## src/rtl/pdpt_pkg.sv

```systemverilog
package pdpt_pkg;

  typedef enum logic {
    ST_IDLE = 1'b0,
    ST_WAIT = 1'b1
  } pdpt_state_e;

  // Reserved bits of a present entry: 1, 2, 5..8 and everything at or above pa_w
  function automatic logic [63:0] rsvd_default(input int pa_w);
    logic [63:0] m;
    m = '0;
    m[1] = 1'b1;
    m[2] = 1'b1;
    for (int b = 5; b <= 8; b++) m[b] = 1'b1;
    for (int b = 0; b < 64; b++) if (b >= pa_w) m[b] = 1'b1;
    return m;
  endfunction

endpackage

```

## src/rtl/pdpt_entry_check.sv

```systemverilog
module pdpt_entry_check #(
  parameter int          DATA_W    = 64,
  parameter logic [DATA_W-1:0] RSVD_MASK = '0
) (
  input  logic [DATA_W-1:0] entry_i,
  output logic              bad_o
);
  logic present;
  logic rsvd_hit;

  always_comb begin
    present  = entry_i[0];
    rsvd_hit = |(entry_i & RSVD_MASK);
    bad_o    = present & rsvd_hit;
  end
endmodule

```

## src/rtl/pdpt_cache.sv

```systemverilog
module pdpt_cache #(
  parameter int DATA_W = 64,
  parameter int N_ENT  = 4,
  localparam int IDX_W = $clog2(N_ENT)
) (
  input  logic              clk,
  input  logic              we_i,
  input  logic [IDX_W-1:0]  widx_i,
  input  logic [DATA_W-1:0] wdata_i,
  input  logic [IDX_W-1:0]  rsel_i,
  output logic [DATA_W-1:0] rdata_o
);
  logic [DATA_W-1:0] slot_q [N_ENT];

  for (genvar g = 0; g < N_ENT; g++) begin : g_slot
    always_ff @(posedge clk) begin
      if (we_i && (widx_i == IDX_W'(g))) slot_q[g] <= wdata_i;
    end
  end

  always_ff @(posedge clk) begin
    rdata_o <= slot_q[rsel_i];
  end
endmodule

```

## src/rtl/pdpt_fetch_check.sv

```systemverilog
module pdpt_fetch_check #(
  parameter int ADDR_W  = 32,
  parameter int DATA_W  = 64,
  parameter int N_ENT   = 4,
  parameter int PA_W    = 36,
  parameter int ALIGN_B = 5,
  parameter logic [DATA_W-1:0] RSVD_MASK = pdpt_pkg::rsvd_default(PA_W),
  localparam int IDX_W    = $clog2(N_ENT),
  localparam int STRIDE_B = $clog2(DATA_W / 8)
) (
  input  logic              clk,
  input  logic              rst,
  input  logic              start_i,
  input  logic [ADDR_W-1:0] base_i,
  output logic              mem_req_o,
  output logic [ADDR_W-1:0] mem_addr_o,
  input  logic              mem_rvalid_i,
  input  logic [DATA_W-1:0] mem_rdata_i,
  output logic              done_o,
  output logic              ok_o,
  output logic              cache_valid_o,
  input  logic [IDX_W-1:0]  rd_sel_i,
  output logic [DATA_W-1:0] rd_data_o
);
  import pdpt_pkg::*;

  localparam logic [ADDR_W-1:0] ALIGN_MASK = ~ADDR_W'((1 << ALIGN_B) - 1);
  localparam logic [IDX_W-1:0]  LAST_IDX   = IDX_W'(N_ENT - 1);
  localparam int                PAD_W      = ADDR_W - IDX_W - STRIDE_B;

  pdpt_state_e       state_q;
  logic [IDX_W-1:0]  idx_q;
  logic [IDX_W-1:0]  nidx;
  logic [ADDR_W-1:0] base_q;
  logic [ADDR_W-1:0] masked_base;
  logic              entry_bad;
  logic              take;

  always_comb begin
    masked_base = base_i & ALIGN_MASK;
    nidx        = idx_q + IDX_W'(1);
    take        = (state_q == ST_WAIT) && mem_rvalid_i;
  end

  pdpt_entry_check #(
    .DATA_W   (DATA_W),
    .RSVD_MASK(RSVD_MASK)
  ) u_check (
    .entry_i(mem_rdata_i),
    .bad_o  (entry_bad)
  );

  pdpt_cache #(
    .DATA_W(DATA_W),
    .N_ENT (N_ENT)
  ) u_cache (
    .clk    (clk),
    .we_i   (take),
    .widx_i (idx_q),
    .wdata_i(mem_rdata_i),
    .rsel_i (rd_sel_i),
    .rdata_o(rd_data_o)
  );

  always_ff @(posedge clk) begin
    if (rst) begin
      state_q       <= ST_IDLE;
      idx_q         <= '0;
      base_q        <= '0;
      mem_req_o     <= 1'b0;
      mem_addr_o    <= '0;
      done_o        <= 1'b0;
      ok_o          <= 1'b0;
      cache_valid_o <= 1'b0;
    end else begin
      done_o    <= 1'b0;
      mem_req_o <= 1'b0;
      case (state_q)
        ST_IDLE: begin
          if (start_i) begin
            base_q        <= masked_base;
            idx_q         <= '0;
            mem_req_o     <= 1'b1;
            mem_addr_o    <= masked_base;
            cache_valid_o <= 1'b0;
            state_q       <= ST_WAIT;
          end
        end
        ST_WAIT: begin
          if (mem_rvalid_i) begin
            if (entry_bad || (idx_q == LAST_IDX)) begin
              done_o        <= 1'b1;
              ok_o          <= ~entry_bad;
              cache_valid_o <= ~entry_bad;
              state_q       <= ST_IDLE;
            end else begin
              idx_q      <= nidx;
              mem_req_o  <= 1'b1;
              mem_addr_o <= base_q | {{PAD_W{1'b0}}, nidx, {STRIDE_B{1'b0}}};
            end
          end
        end
        default: state_q <= ST_IDLE;
      endcase
    end
  end

  // ---------------- assertions ----------------
  AST_ADDR_ALIGNED: assert property (@(posedge clk) disable iff (rst)
    mem_req_o |-> (mem_addr_o[STRIDE_B-1:0] == '0));
  AST_ADDR_SLOT: assert property (@(posedge clk) disable iff (rst)
    mem_req_o |-> (mem_addr_o[STRIDE_B +: IDX_W] == idx_q));
  AST_REQ_PULSE: assert property (@(posedge clk) disable iff (rst)
    mem_req_o |=> !mem_req_o);
  AST_DONE_PULSE: assert property (@(posedge clk) disable iff (rst)
    done_o |=> !done_o);
  AST_FAIL_CLEARS: assert property (@(posedge clk) disable iff (rst)
    (done_o && !ok_o) |-> !cache_valid_o);
  AST_NO_REQ_AT_DONE: assert property (@(posedge clk) disable iff (rst)
    done_o |-> !mem_req_o);
  AST_PASS_SETS: assert property (@(posedge clk) disable iff (rst)
    (done_o && ok_o) |-> (cache_valid_o && idx_q == LAST_IDX));
  AST_START_CLEARS: assert property (@(posedge clk) disable iff (rst)
    (state_q == ST_IDLE && start_i) |=> (!cache_valid_o && mem_req_o));
  AST_BUSY_IGNORES: assert property (@(posedge clk) disable iff (rst)
    (state_q == ST_WAIT && !mem_rvalid_i) |=> $stable(base_q));
endmodule

```

## config.mk

```make
export PLATFORM = sky130hd
export DESIGN_NAME = pdpt_fetch_check
export DESIGN_NICKNAME = d
export VERILOG_FILES = /design/src/rtl/pdpt_pkg.sv /design/src/rtl/pdpt_entry_check.sv /design/src/rtl/pdpt_cache.sv /design/src/rtl/pdpt_fetch_check.sv
export SDC_FILE = /design/constraint.sdc
export NUM_CORES = 1
export LEC_CHECK = 0
export CAP_MARGIN = 0
export CORE_MARGIN = 2
export CORE_UTILIZATION = 25
export DETAILED_ROUTE_END_ITERATION = 8
export PLACE_DENSITY_LB_ADDON = 0.05
export SLEW_MARGIN = 10
export SYNTH_ARGS = -nofsm -noshare
export SYNTH_HDL_FRONTEND = slang
export SYNTH_SLANG_ARGS = --single-unit
```

## constraint.sdc

```tcl
create_clock -name clk -period 9.6 [get_ports clk]
set_input_delay 1.44 -clock clk [delete_from_list [all_inputs] [get_ports clk]]
set_output_delay 1.44 -clock clk [all_outputs]
set_load 0.05 [all_outputs]
```

Word-level counts from Yosys, hierarchy flattened --
Memory sizes are Yosys's and may differ from the RTL's. A register that Yosys moved wholly into a read port is not among the register bits. Cells that the tools add are included. Widths: inputs -> output; s select.
Word-level totals: register bits 66, bits in latches 0, bits in read-only memories 0, RAM bits 256, input port bits 102, memories 1
Cells by class: reduce and logical (&&, ||, !) cells 16, add/sub/neg operators 1, equal/unequal tests 7, muxes and demuxes 36, multipliers 0, divide/modulo/power cells 0, shift operators 0, bitwise operators 5, magnitude comparators 0
Memories:
- u_cache.slot_q | depth 4, bits a word 64, read ports 1, clocked after memory_dff 1, write ports 1, RTL line pdpt_cache.sv:13 | logic [DATA_W-1:0] slot_q [N_ENT];
Operator list (number):
- $mux 64 | 3
- $reduce_or 64->1 | 3
- $mux 32 | 3
- $pmux 32 s2 | 1
- $reduce_or 34->1 | 1
- $or 32x5->32 | 1
- $mux 1 | 19
- $mux 2 | 6
- $reduce_and 3->1 | 3
- $ne 2x2->1 const B | 3
- $pmux 1 s2 | 3
- $logic_and 1x1->1 | 5
- $eq 2x2->1 const B | 2
- $pmux 2 s2 | 1
- $not 1->1 | 3
- $reduce_or 3->1 | 1
- $add 2x1->2 const B | 1
- $eq 2x1->1 const B | 1
- $logic_not 2->1 | 1
- $ne 2x1->1 const B | 1
- $reduce_and 2->1 | 1
- $and 1x1->1 | 1
- $logic_or 1x1->1 | 1

Logic depth before layout (Yosys ltp) --
Gate-level depths: netlist of the first run.
depth after elaboration 8, mapped depth 7, mapped depth without buffers 5

Modules after synthesis --
Synthesis of the first run repeated with hierarchy kept, for this count alone.
Second synthesis, totals: cells, all modules 691, area, all modules 13238.9 um^2
Modules (own cells, without submodules):
- pdpt_cache | cells each 402, times used 1, area an instance 10622.7 um^2
- pdpt_fetch_check | cells each 276, times used 1, area an instance 2538.7 um^2
- pdpt_entry_check | cells each 13, times used 1, area an instance 77.6 um^2

Worst setup path after synthesis of the first run --
No wires, ideal clock.
path kind input -> register, from in mem_rvalid_i, to mem u_cache.slot_q[3][0] (enable), stages on the path 2, data arrival time 4.331 ns, path slack 4.778 ns, cells stage by stage nand2_1 > nor2_1
On the way: cells in the longest elaborated chain, start to end 8, elaborated cells on any way between the ends 22, classes of those cells 14 x mux; 8 x reduce/logical
RTL lines:
- start, declared | RTL line pdpt_fetch_check.sv:17 | input logic mem_rvalid_i,
- $logic_and 1x1->1 * | RTL line pdpt_fetch_check.sv:42 | take = (state_q == ST_WAIT) && mem_rvalid_i;
- $logic_and 1x1->1 | RTL line pdpt_cache.sv:17 | if (we_i && (widx_i == IDX_W'(g))) slot_q[g] <= wdata_i;
- $mux 1 | RTL line pdpt_cache.sv:17
- $mux 1 (implied by the code) | RTL line pdpt_cache.sv:17
- $reduce_or 64->1 (no line)
- $mux 2 (no line) or $mux 1 (tied branches) (3 in series)
- end, declared | RTL line pdpt_cache.sv:13
Mark *: on every way between the ends. The rest lies on a longest branch, timed or not.

Worst setup path after layout of the first run --
from in mem_rdata_i[54], to reg mem_addr_o[12]
On the way: cells in the longest elaborated chain, start to end 5
RTL lines:
- start, declared | RTL line pdpt_fetch_check.sv:18 | input logic [DATA_W-1:0] mem_rdata_i,
- $reduce_or 34->1 | RTL line pdpt_entry_check.sv:13 | rsvd_hit = |(entry_i & RSVD_MASK);
- $and 1x1->1 | RTL line pdpt_entry_check.sv:14 | bad_o = present & rsvd_hit;
- $logic_or 1x1->1 | RTL line pdpt_fetch_check.sv:91 | if (entry_bad || (idx_q == LAST_IDX)) begin
- $ne 2x2->1 (no line)
- $reduce_and 3->1 (no line)
- end signal, assigned | RTL line pdpt_fetch_check.sv:84 | mem_addr_o <= masked_base;
- end signal, assigned | RTL line pdpt_fetch_check.sv:99 | mem_addr_o <= base_q | {{PAD_W{1'b0}}, nidx, {STRIDE_B{1'b0}}};
- end, declared | RTL line pdpt_fetch_check.sv:16 | output logic [ADDR_W-1:0] mem_addr_o,
Every way passes these cells. A chain may end at the register's enable or synchronous reset.

==> summary.md, run 1 <==
| Metric | Value |
|---|---|
| Status | `complete, no violations` |
| CP Max Fanout | `29` |
| # DRC | `0` |
| Layout Nets | `1013` |
| Initial antenna violation count | `6` |
| Cts-stage hold buffer count | `0` |
| Max H-tree Level | `2` |
| CTS root buf | `clkbuf_16` |
| Vias in the first global route | `7724` |
| Post-CTS resize count | `0` |
| Max-cap viol count | `0` |
| TritonCTS buffer count | `45` |
| Asr flop ratio synth | `0%` |
| Power Dens Cells | `222 nW/µm²` |
| Cell Rows | `84` |
| Yosys reg bits | `381` |
| Final Hold Fails | `0` |
| Largest net degree at the start of global routing | `65` |
| Worst-Margin Slew | `1.12 ns` |
| Yosys warning count | `0` |
| Critical path class | `primary input to register` |
| Final setup margin | `6.03 ns` |
| Fmax | `280 MHz` |
| Crit path capture | `mem_addr_o[12]$_SDFFE_PP0P_` |
| Clk_skew | `0.0137 ns` |
| DR pass1 iterations | `4` |
| Antenna Cells | `0` |
| Die width | `235 µm` |
| Count of cell types in the netlist | `34` |
| Min-delay worst type | `register to register` |
| RSZ-0062 raised after global routing | `no` |
| DPL Wire Length | `18.9 mm` |
| Post-CTS Setup Inserts | `0` |
| Number of I/O pins | `202` |
| Final setup viols | `0` |
| Synthesized cell area | `13300 µm²` |
| Cells on worst reg2reg path | `4` |
| Hold path cells | `2` |
| Crit path launch type | `primary input` |
| Seq/Total Area, Yosys | `76.4%` |
| R2r startpoint | `state_q$_SDFF_PP0_` |
| Routability cong. | `0.723` |
| Avg Cell Area, Syn | `19.1 µm²` |
| R2r setup slk | `6.48 ns` |
| Min Clock Period, post-route | `3.57 ns` |
| Die Y | `235 µm` |
| Core Box Area | `52700 µm²` |
| Slew Limit Fails | `0` |
| Leakage power | `5.71 nW` |
| Area Overhead vs Synth | `31.4%` |
| Clock Sinks | `381` |
| EDFF count, synth | `256` |
| WL per Instance | `19.7 µm` |
| Global-route usage over all layers | `11.6%` |
| CP required | `10.00 ns` |
| DRT iter0 DRCs | `281` |
| Global-route wire length before repair | `48.2 mm` |
| Max_slew headroom | `25.2%` |
| Primary FF master, synth | `edfxtp_1` |
| Worst slack, placed | `5.32 ns` |
| Vias | `6916` |
| Via density per instance | `4.24` |
| Worst reg2reg endpoint | `u_cache.slot_q[3][16]$_DFFE_PP_` |
| Routed WL | `32.1 mm` |
| Clk_lat worst skew | `0.55 ns` |
| CTS tree | `built` |
| Final worst-path cycle share | `37.1%` |
| Worst vdd ir | `0.118 mV` |
| Worst endpoint data arrival time | `3.96 ns` |
| Die area | `55200 µm²` |
| Starting Density | `25.3%` |
| Port Buffers | `193` |
| Worst setup startpoint | `mem_rdata_i[54]` |
| Share of layout cells above drive strength 1 | `19.6%` |
| Detail Route Antenna Nets | `0` |
| CP Capture Type | `register` |
| Post-synthesis cell count | `698` |
| Setup tns final | `0 ns` |
| Clk slew on worst S/H paths | `0.06 ns` |
| CTS Buffer Depth | `3` |
| Aggregate global routing overflow | `0` |
==> state kept, by name, summed over array words and instances, names as in the netlist <==
name / flops
mem_req_o: 1
idx_q: 1
ok_o: 1
base_q: 27
done_o: 1
state_q: 1
u_cache.rdata_o: 64
mem_addr_o: 28
u_cache.slot_q: 256
cache_valid_o: 1
==> how the worst min path moves through the flow <==
stage / from / end / slack [ns]
2_1_floorplan: base_q[10]$_SDFFE_PP0P_ / base_q[10]$_SDFFE_PP0P_ / 0.44
3_3_place_gp: base_q[5]$_SDFFE_PP0P_ / base_q[5]$_SDFFE_PP0P_ / 0.44
3_5_place_dp: base_q[24]$_SDFFE_PP0P_ / base_q[24]$_SDFFE_PP0P_ / 0.45
4_1_cts: base_q[24]$_SDFFE_PP0P_ / base_q[24]$_SDFFE_PP0P_ / 0.46
5_1_grt: base_q[11]$_SDFFE_PP0P_ / base_q[11]$_SDFFE_PP0P_ / 0.48
6_report: base_q[18]$_SDFFE_PP0P_ / base_q[18]$_SDFFE_PP0P_ / 0.46
==> metrics by stage <==
step | util (%) | cells | area, µm² | total power, W | hold slack, ns
2_1_floorplan | - | 700 | 13300 | 0.00207 | 0.436
3_3_place_gp | 30.4 | 1547 | 16000 | 0.00221 | 0.442
3_5_place_dp | 30.4 | 1547 | 16000 | 0.00221 | 0.451
4_1_cts | 33.2 | 1630 | 17500 | 0.00396 | 0.459
5_1_grt | 33.3 | 1631 | 17500 | 0.00404 | 0.481
6_report | 33.3 | 1631 | 17500 | 0.00388 | 0.457
==> Yosys cell counts, drive strengths merged (3+ instances only) <==
library cell	number	area share (%)
and3	3	0.14
a21oi	29	1.1
clkbuf	20	0.56
nor2	7	0.22
mux2i	27	2.0
dfxtp	125	19
a211oi	55	4.1
nand2	56	1.6
nand3	3	0.11
edfxtp	256	58
ha	4	0.38
buf	25	1.3
nor4	8	0.42
mux4	64	11
inv	3	0.084
==> cells in the final DEF (no fill, tap or decap), types with 2 or more instances in the layout <==
| cell type | n |
|---|---|
| inv_6 | 2 |
| nor4_1 | 7 |
| bufinv_16 | 5 |
| nand2_1 | 56 |
| clkbuf_1 | 12 |
| dfxtp_1 | 124 |
| mux2i_1 | 27 |
| buf_4 | 13 |
| mux4_2 | 64 |
| edfxtp_1 | 256 |
| and3_4 | 3 |
| clkinv_2 | 7 |
| inv_1 | 3 |
| clkdlybuf4s50_1 | 190 |
| nor2_1 | 5 |
| nand3_1 | 3 |
| a211oi_2 | 27 |
| clkbuf_8 | 7 |
| a21oi_1 | 29 |
| a211oi_1 | 28 |
| clkbuf_16 | 45 |
| ha_1 | 4 |
| conb_1 | 3 |
| clkinv_1 | 3 |
==> where the power goes <==
part,internal (W),total (W),switching [W]
Combinational,0.000138,0.000348,0.000210
Sequential,0.00180,0.00182,0.0000238
Clock,0.00105,0.00171,0.000660
==> metal layers <==
metal / wire, µm / global-route usage [%] / up-vias
met1: 13000 / 13.3 / 3506
met4: 668 / 3.15 / 10
met3: 2220 / 4.34 / 60
li1: - / - / 3169
met2: 16100 / 20.3 / 171
met5: 63 / 0 / -
==> cell type report <==
class | count | area [µm²]
Tap cell | 688 | 861
Clock inverter | 19 | 230
Fill cell | 5038 | 35100
Clock buffer | 64 | 1270
Multi-Input combinational cell | 271 | 2940
Inverter | 3 | 11.3
Timing Repair Buffer | 205 | 2020
Sequential cell | 381 | 10200
==> logic make-up after synthesis <==
logic type	count (synthesis)	synth area share [%]
mux	91	12.8
compound gates	90	5.62
fa+ha+maj	4	0.375
simple gates	83	2.75
buf+inv	48	1.93
other cells	1	0.0281
flops	381	76.4
==> worst max-delay path, stage by stage <==
cell,delay (ns)
clkdlybuf4s50_1,0.49
nor4_1,0.51
nand4_1,0.34
o31a_1,0.43
o21ai_4,0.13
buf_4,0.45
a211oi_2,0.14
Note: power is estimated with default switching activity, not from simulation.
==> inputs of run 2 (changes only) <==
==> constraint.sdc (replaced) <==
create_clock -name clk -period 3.1 [get_ports clk]
set_input_delay 0.465 -clock clk [delete_from_list [all_inputs] [get_ports clk]]
set_output_delay 0.465 -clock clk [all_outputs]
set_load 0.05 [all_outputs]
==> summary.md, run 2 (synthesis gave the netlist of run 1 again) <==
| Metric | Value |
|---|---|
| Clk_lat worst skew | `0.56 ns` |
| Post-CTS resize count | `0` |
| Detail Route Antenna Nets | `0` |
| Routability cong. | `0.696` |
| Core Util, Final | `33.5%` |
| Number of I/O pins | `202` |
| Max H-tree Level | `2` |
| Worst endpoint data arrival time | `2.91 ns` |
| Die Y | `235 µm` |
| Sw Ratio | `23.3%` |
| Worst Path Buf+Inv | `3` |
| Min Clock Period, post-route | `2.50 ns` |
| Critical path class | `primary input to register` |
| Fmax | `399 MHz` |
| Fillcell total | `5003` |
| Vias in the first global route | `7854` |
| Most frequent cells in the layout | `edfxtp_1 (256), clkdlybuf4s50_1 (190), dfxtp_1 (124)` |
| Final Cell Area | `17600 µm²` |
| Cells along the critical path | `clkdlybuf4s50_1 -> nor4_1 -> buf_4 -> nand4_1 -> o31a_1 -> o21ai_4 -> buf_12 -> a211oi_2` |
| RSZ-0062 raised after global routing | `no` |
| Routed WL | `32.6 mm` |
| Crit path largest cell delay | `0.54 ns` |
| Psw | `0.00274 W` |
| Max_slew headroom | `51.0%` |
| Max-cap viol count | `0` |
| Final hold slack | `0.452 ns` |
| Biggest register | `u_cache.slot_q` |
| Starting Density | `25.3%` |
| CTS root buf | `clkbuf_16` |
| Largest net degree at the start of global routing | `49` |
| R2r setup slk | `1.05 ns` |
| WL per Instance | `19.9 µm` |
| DRT iter0 DRCs | `269` |
| CP Depth | `8` |
| Worst path slowest cell | `nor4_1` |
| Core Box Area | `52700 µm²` |
| Fin cells | `1641` |
| Internal | `0.00902 W` |
| Final Hold Fails | `0` |
| Sequential Power Share | `48.0%` |
| CTS tree | `built` |
| Die area | `55200 µm²` |
| FF+latch area | `10200 µm²` |
| Min-delay worst type | `register to register` |
| Post-CTS Setup Inserts | `0` |
| Global-route usage over all layers | `11.8%` |
| TritonCTS buffer count | `44` |
| Initial antenna violation count | `6` |
| CP required | `3.50 ns` |
| Worst vdd ir | `0.329 mV` |
| Clk_skew | `0.0154 ns` |
| Clock Sinks | `381` |
| # DRC | `0` |
| Vias | `7007` |
| Worst-Margin Slew | `0.735 ns` |
| Gate power share | `9.4%` |
| CP Capture Type | `register` |
| Slew Limit Fails | `0` |
| Footprint of the multi-input gates | `2940 µm²` |
| Commonest non-fill, non-tap cell in the layout | `edfxtp_1` |
| Worst reg2reg endpoint | `mem_addr_o[5]$_SDFFE_PP0P_` |
| DR pass1 iterations | `4` |
| Cts-stage hold buffer count | `0` |
| Area Overhead vs Synth | `32.4%` |
| Aggregate global routing overflow | `0` |
| Delay-heaviest family, CP | `buffers and inverters` |
| Max reg flops | `256` |
| Crit path capture | `mem_addr_o[19]$_SDFFE_PP0P_` |
| Final worst-path cycle share | `80.8%` |
| DP Area | `16200 µm²` |
| DPL Wire Length | `20.2 mm` |
| Via density per instance | `4.27` |
| CTS Buffer Depth | `3` |
| Clock share of power | `42.6%` |
| Worst setup startpoint | `mem_rdata_i[54]` |
| CP Max Fanout | `29` |
| Share of layout cells above drive strength 1 | `20.0%` |
| Crit path launch type | `primary input` |
| Final setup viols | `0` |
| Cell Rows | `84` |
| Port Buffers | `193` |
| Power Dens Cells | `666 nW/µm²` |
| Die width | `235 µm` |
| Leakage power | `5.76 nW` |
| Status | `complete, no violations` |
| Global-route wire length before repair | `49.6 mm` |
| Placed Cells incl. Taps | `1558` |
| Clk slew on worst S/H paths | `0.06 ns` |
| Layout Nets | `1022` |
| R2r startpoint | `state_q$_SDFF_PP0_` |
| Biggest regs | `u_cache.slot_q (256), u_cache.rdata_o (64), mem_addr_o (28)` |
| Cells on worst reg2reg path | `5` |
run 2: area by class of cell:
| type | count | area share, % |
|---|---|---|
| antenna | 1 | 0.0142 |
| clock buffer | 68 | 7.21 |
| clock inverter | 14 | 0.830 |
| inverter | 3 | 0.0638 |
| multi-input combinational | 271 | 16.6 |
| sequential | 381 | 57.8 |
| tap | 688 | 4.88 |
| timing repair buffer | 215 | 12.6 |
run 2: worst min-delay path by stage:
stage	start	endpoint	slack, ns	cells past startpoint
global route	base_i[30]	base_q[30]$_SDFFE_PP0P_	0.46	3
detailed placement	base_q[9]$_SDFFE_PP0P_	base_q[9]$_SDFFE_PP0P_	0.45	2
CTS	rst	base_q[29]$_SDFFE_PP0P_	0.43	2
floorplan	base_q[10]$_SDFFE_PP0P_	base_q[10]$_SDFFE_PP0P_	0.44	2
finish	base_q[14]$_SDFFE_PP0P_	base_q[14]$_SDFFE_PP0P_	0.45	2
global placement	base_q[14]$_SDFFE_PP0P_	base_q[14]$_SDFFE_PP0P_	0.44	2
run 2: worst reg2reg max path, cell delays in order (launching register included):
cell,delay (ns)
dfxtp_2,0.50
buf_4,0.32
nor2b_4,0.58
buf_12,0.26
a211oi_1,0.09
a211oi_2,0.22
run 2: metal layers:
| layer | GRT usage, % | wire [µm] | vias to the layer above |
|---|---|---|---|
| li1 | - | - | 3196 |
| met1 | 13.8 | 13500 | 3567 |
| met2 | 20.3 | 16100 | 185 |
| met3 | 4.51 | 2370 | 47 |
| met4 | 3.01 | 532 | 12 |
| met5 | 0 | 77 | - |
run 2: power by group through the flow:
stage	registers, W	clock network (W)	logic (W)
6_report	0.00564	0.00500	0.00111
3_5_place_dp	0.00575	0	0.00113
3_3_place_gp	0.00575	0	0.00111
2_1_floorplan	0.00604	0	0.000363
5_1_grt	0.00566	0.00543	0.00117
4_1_cts	0.00565	0.00522	0.00113
run 2: per-stage QoR:
stage	setup TNS (ns)	power (W)	setup slack, ns
6_report	0	0.0118	0.596
5_1_grt	0	0.0123	0.379
4_1_cts	0	0.0120	0.425
3_5_place_dp	-4.65	0.00688	-0.181
3_3_place_gp	-5.42	0.00686	-0.197
2_1_floorplan	0	0.00640	0.211
==> inputs of run 3 (changes only) <==
==> constraint.sdc (replaced) <==
create_clock -name clk -period 2.15 [get_ports clk]
set_input_delay 0.3225 -clock clk [delete_from_list [all_inputs] [get_ports clk]]
set_output_delay 0.3225 -clock clk [all_outputs]
set_load 0.05 [all_outputs]
==> summary.md, run 3 (synthesis gave the netlist of run 1 again) <==
| Metric | Value |
|---|---|
| Routed WL | `33.6 mm` |
| Global-route usage over all layers | `12.2%` |
| Clk_lat worst skew | `0.56 ns` |
| Layout Nets | `1067` |
| CTS root buf | `clkbuf_16` |
| CP Capture Type | `output pin` |
| CP required | `1.83 ns` |
| Biggest register | `u_cache.slot_q` |
| Vias in the first global route | `8001` |
| Worst slack, placed | `-0.682 ns` |
| WHS Endpoint | `u_cache.slot_q[0][1]$_DFFE_PP_` |
| Critical path class | `register to output pin` |
| DPL Wire Length | `21.3 mm` |
| Final worst-path cycle share | `97.4%` |
| Fillcell total | `4960` |
| Min-delay worst type | `primary input to register` |
| Via density per instance | `4.30` |
| Max_slew headroom | `55.6%` |
| Cell Rows | `84` |
| Final Cell Area | `18300 µm²` |
| TritonCTS buffer count | `46` |
| Port Buffers | `193` |
| Max-cap viol count | `0` |
| Aggregate global routing overflow | `0` |
| Sw Ratio | `23.3%` |
| Max reg flops | `256` |
| Number of I/O pins | `202` |
| Worst Path Buf+Inv | `1` |
| Commonest non-fill, non-tap cell in the layout | `edfxtp_1` |
| Worst endpoint data arrival time | `1.77 ns` |
| Delay-heaviest family, CP | `buffers and inverters` |
| Core Box Area | `52700 µm²` |
| Final Hold Fails | `0` |
| Sequential Power Share | `46.7%` |
| Clock Sinks | `381` |
| Clk_skew | `0.0190 ns` |
| R2r setup slk | `0.45 ns` |
| Routability cong. | `0.692` |
| Global-route wire length before repair | `50.6 mm` |
| Worst reg2reg endpoint | `mem_addr_o[6]$_SDFFE_PP0P_` |
| Clk slew on worst S/H paths | `0.06 ns` |
| Die width | `235 µm` |
| Internal | `0.0134 W` |
| DP Area | `16600 µm²` |
| Worst Hold Launch | `mem_rdata_i[1]` |
| Fmax | `478 MHz` |
| Gate power share | `9.9%` |
| Max H-tree Level | `2` |
| Power Dens Cells | `952 nW/µm²` |
| Cells on worst reg2reg path | `6` |
| Die Y | `235 µm` |
| Final setup viols | `0` |
| Final hold slack | `0.154 ns` |
| Crit path largest cell delay | `0.83 ns` |
| Final setup margin | `0.0560 ns` |
| Detail Route Antenna Nets | `0` |
| CP Max Fanout | `2` |
| Die area | `55200 µm²` |
| R2r startpoint | `state_q$_SDFF_PP0_` |
| Worst path slowest cell | `clkdlybuf4s50_1` |
| Most frequent cells in the layout | `edfxtp_1 (256), clkdlybuf4s50_1 (177), dfxtp_1 (122)` |
| Status | `complete, no violations` |
| Largest net degree at the start of global routing | `55` |
| CTS Buffer Depth | `3` |
| Cts-stage hold buffer count | `0` |
| Leakage power | `6.22 nW` |
| CTS tree | `built` |
| Worst vdd ir | `0.513 mV` |
| Slew Limit Fails | `0` |
| Share of layout cells above drive strength 1 | `24.2%` |
| Starting Density | `25.3%` |
| Vias | `7257` |
| Crit path launch type | `register` |
| Worst-Margin Slew | `0.666 ns` |
| Initial antenna violation count | `5` |
| Hold path cells | `1` |
| Core Util, Final | `34.8%` |
| Psw | `0.00405 W` |
| RSZ-0062 raised after global routing | `no` |
| Clock share of power | `43.5%` |
| # DRC | `0` |
| Area Overhead vs Synth | `37.3%` |
| DRT iter0 DRCs | `306` |
| DR pass1 iterations | `4` |
| Min Clock Period, post-route | `2.09 ns` |
| WL per Instance | `19.9 µm` |
| Cells along the critical path | `clkdlybuf4s50_1` |
| Biggest regs | `u_cache.slot_q (256), u_cache.rdata_o (64), mem_addr_o (28)` |
-- run 3: cell count changes in the layout (fill, tap and decap cells not counted), moves of 3 or more --
| cell | delta |
|---|---|
| buf_12 | +11 |
| buf_4 | +30 |
| clkbuf_16 | +5 |
| clkdlybuf4s50_1 | -13 |
| dlymetal6s2s_1 | +12 |
| nor4_1 | -3 |
| nor4_4 | +4 |
-- run 3: area by class of cell --
cell class | count | area, µm² | share of cell area [%]
Antenna cell | 1 | 2.50 | 0.0137
Tap cell | 688 | 861 | 4.70
Multi-Input combinational cell | 271 | 2990 | 16.3
Clock inverter | 15 | 156 | 0.855
Timing Repair Buffer | 258 | 2750 | 15.0
Clock buffer | 70 | 1330 | 7.28
Inverter | 3 | 11.3 | 0.0615
Sequential cell | 381 | 10200 | 55.7
-- run 3: power by group through the flow --
stage / logic, W / clock network (W) / registers, W
floorplan: 0.000523 / 0 / 0.00870
global placement: 0.00168 / 0 / 0.00828
detailed placement: 0.00170 / 0 / 0.00829
CTS: 0.00171 / 0.00788 / 0.00814
global route: 0.00182 / 0.00813 / 0.00815
finish: 0.00172 / 0.00758 / 0.00813
-- run 3: through the flow --
step           std cells  setup TNS [ns]  power [W]
2_1_floorplan        700           -5.01    0.00922
3_3_place_gp        1597          -20.60    0.00997
3_5_place_dp        1597          -21.53    0.00999
4_1_cts             1682               0     0.0177
5_1_grt             1686               0     0.0181
6_report            1687               0     0.0174
-- run 3: worst max-delay path by stage --
| stage | cells after the start | from | endpoint |
|---|---|---|---|
| floorplan | 3 | state_q$_SDFF_PP0_ | u_cache.slot_q[0][0]$_DFFE_PP_ |
| global placement | 9 | mem_rdata_i[36] | mem_addr_o[27]$_SDFFE_PP0P_ |
| detailed placement | 9 | mem_rdata_i[36] | mem_addr_o[27]$_SDFFE_PP0P_ |
| CTS | 1 | u_cache.rdata_o[40]$_DFF_P_ | rd_data_o[40] |
| global route | 1 | mem_addr_o[16]$_SDFFE_PP0P_ | mem_addr_o[16] |
| finish | 1 | mem_addr_o[16]$_SDFFE_PP0P_ | mem_addr_o[16] |
-- run 3: timing repair --
action / CTS / global route
pin swaps: 0 / 3
setup buffers: 0 / 1
cloned: 0 / 3
resized for setup: 4 / 15
endpoints found under the setup margin: 29 / 36
-- run 3: metal layers --
| layer | vias up | global-route usage (%) | routed length, µm |
|---|---|---|---|
| met4 | 8 | 4.16 | 811 |
| met5 | - | 0 | 60 |
| met3 | 69 | 3.55 | 2100 |
| li1 | 3284 | - | - |
| met1 | 3712 | 15.1 | 14300 |
| met2 | 184 | 20.3 | 16400 |
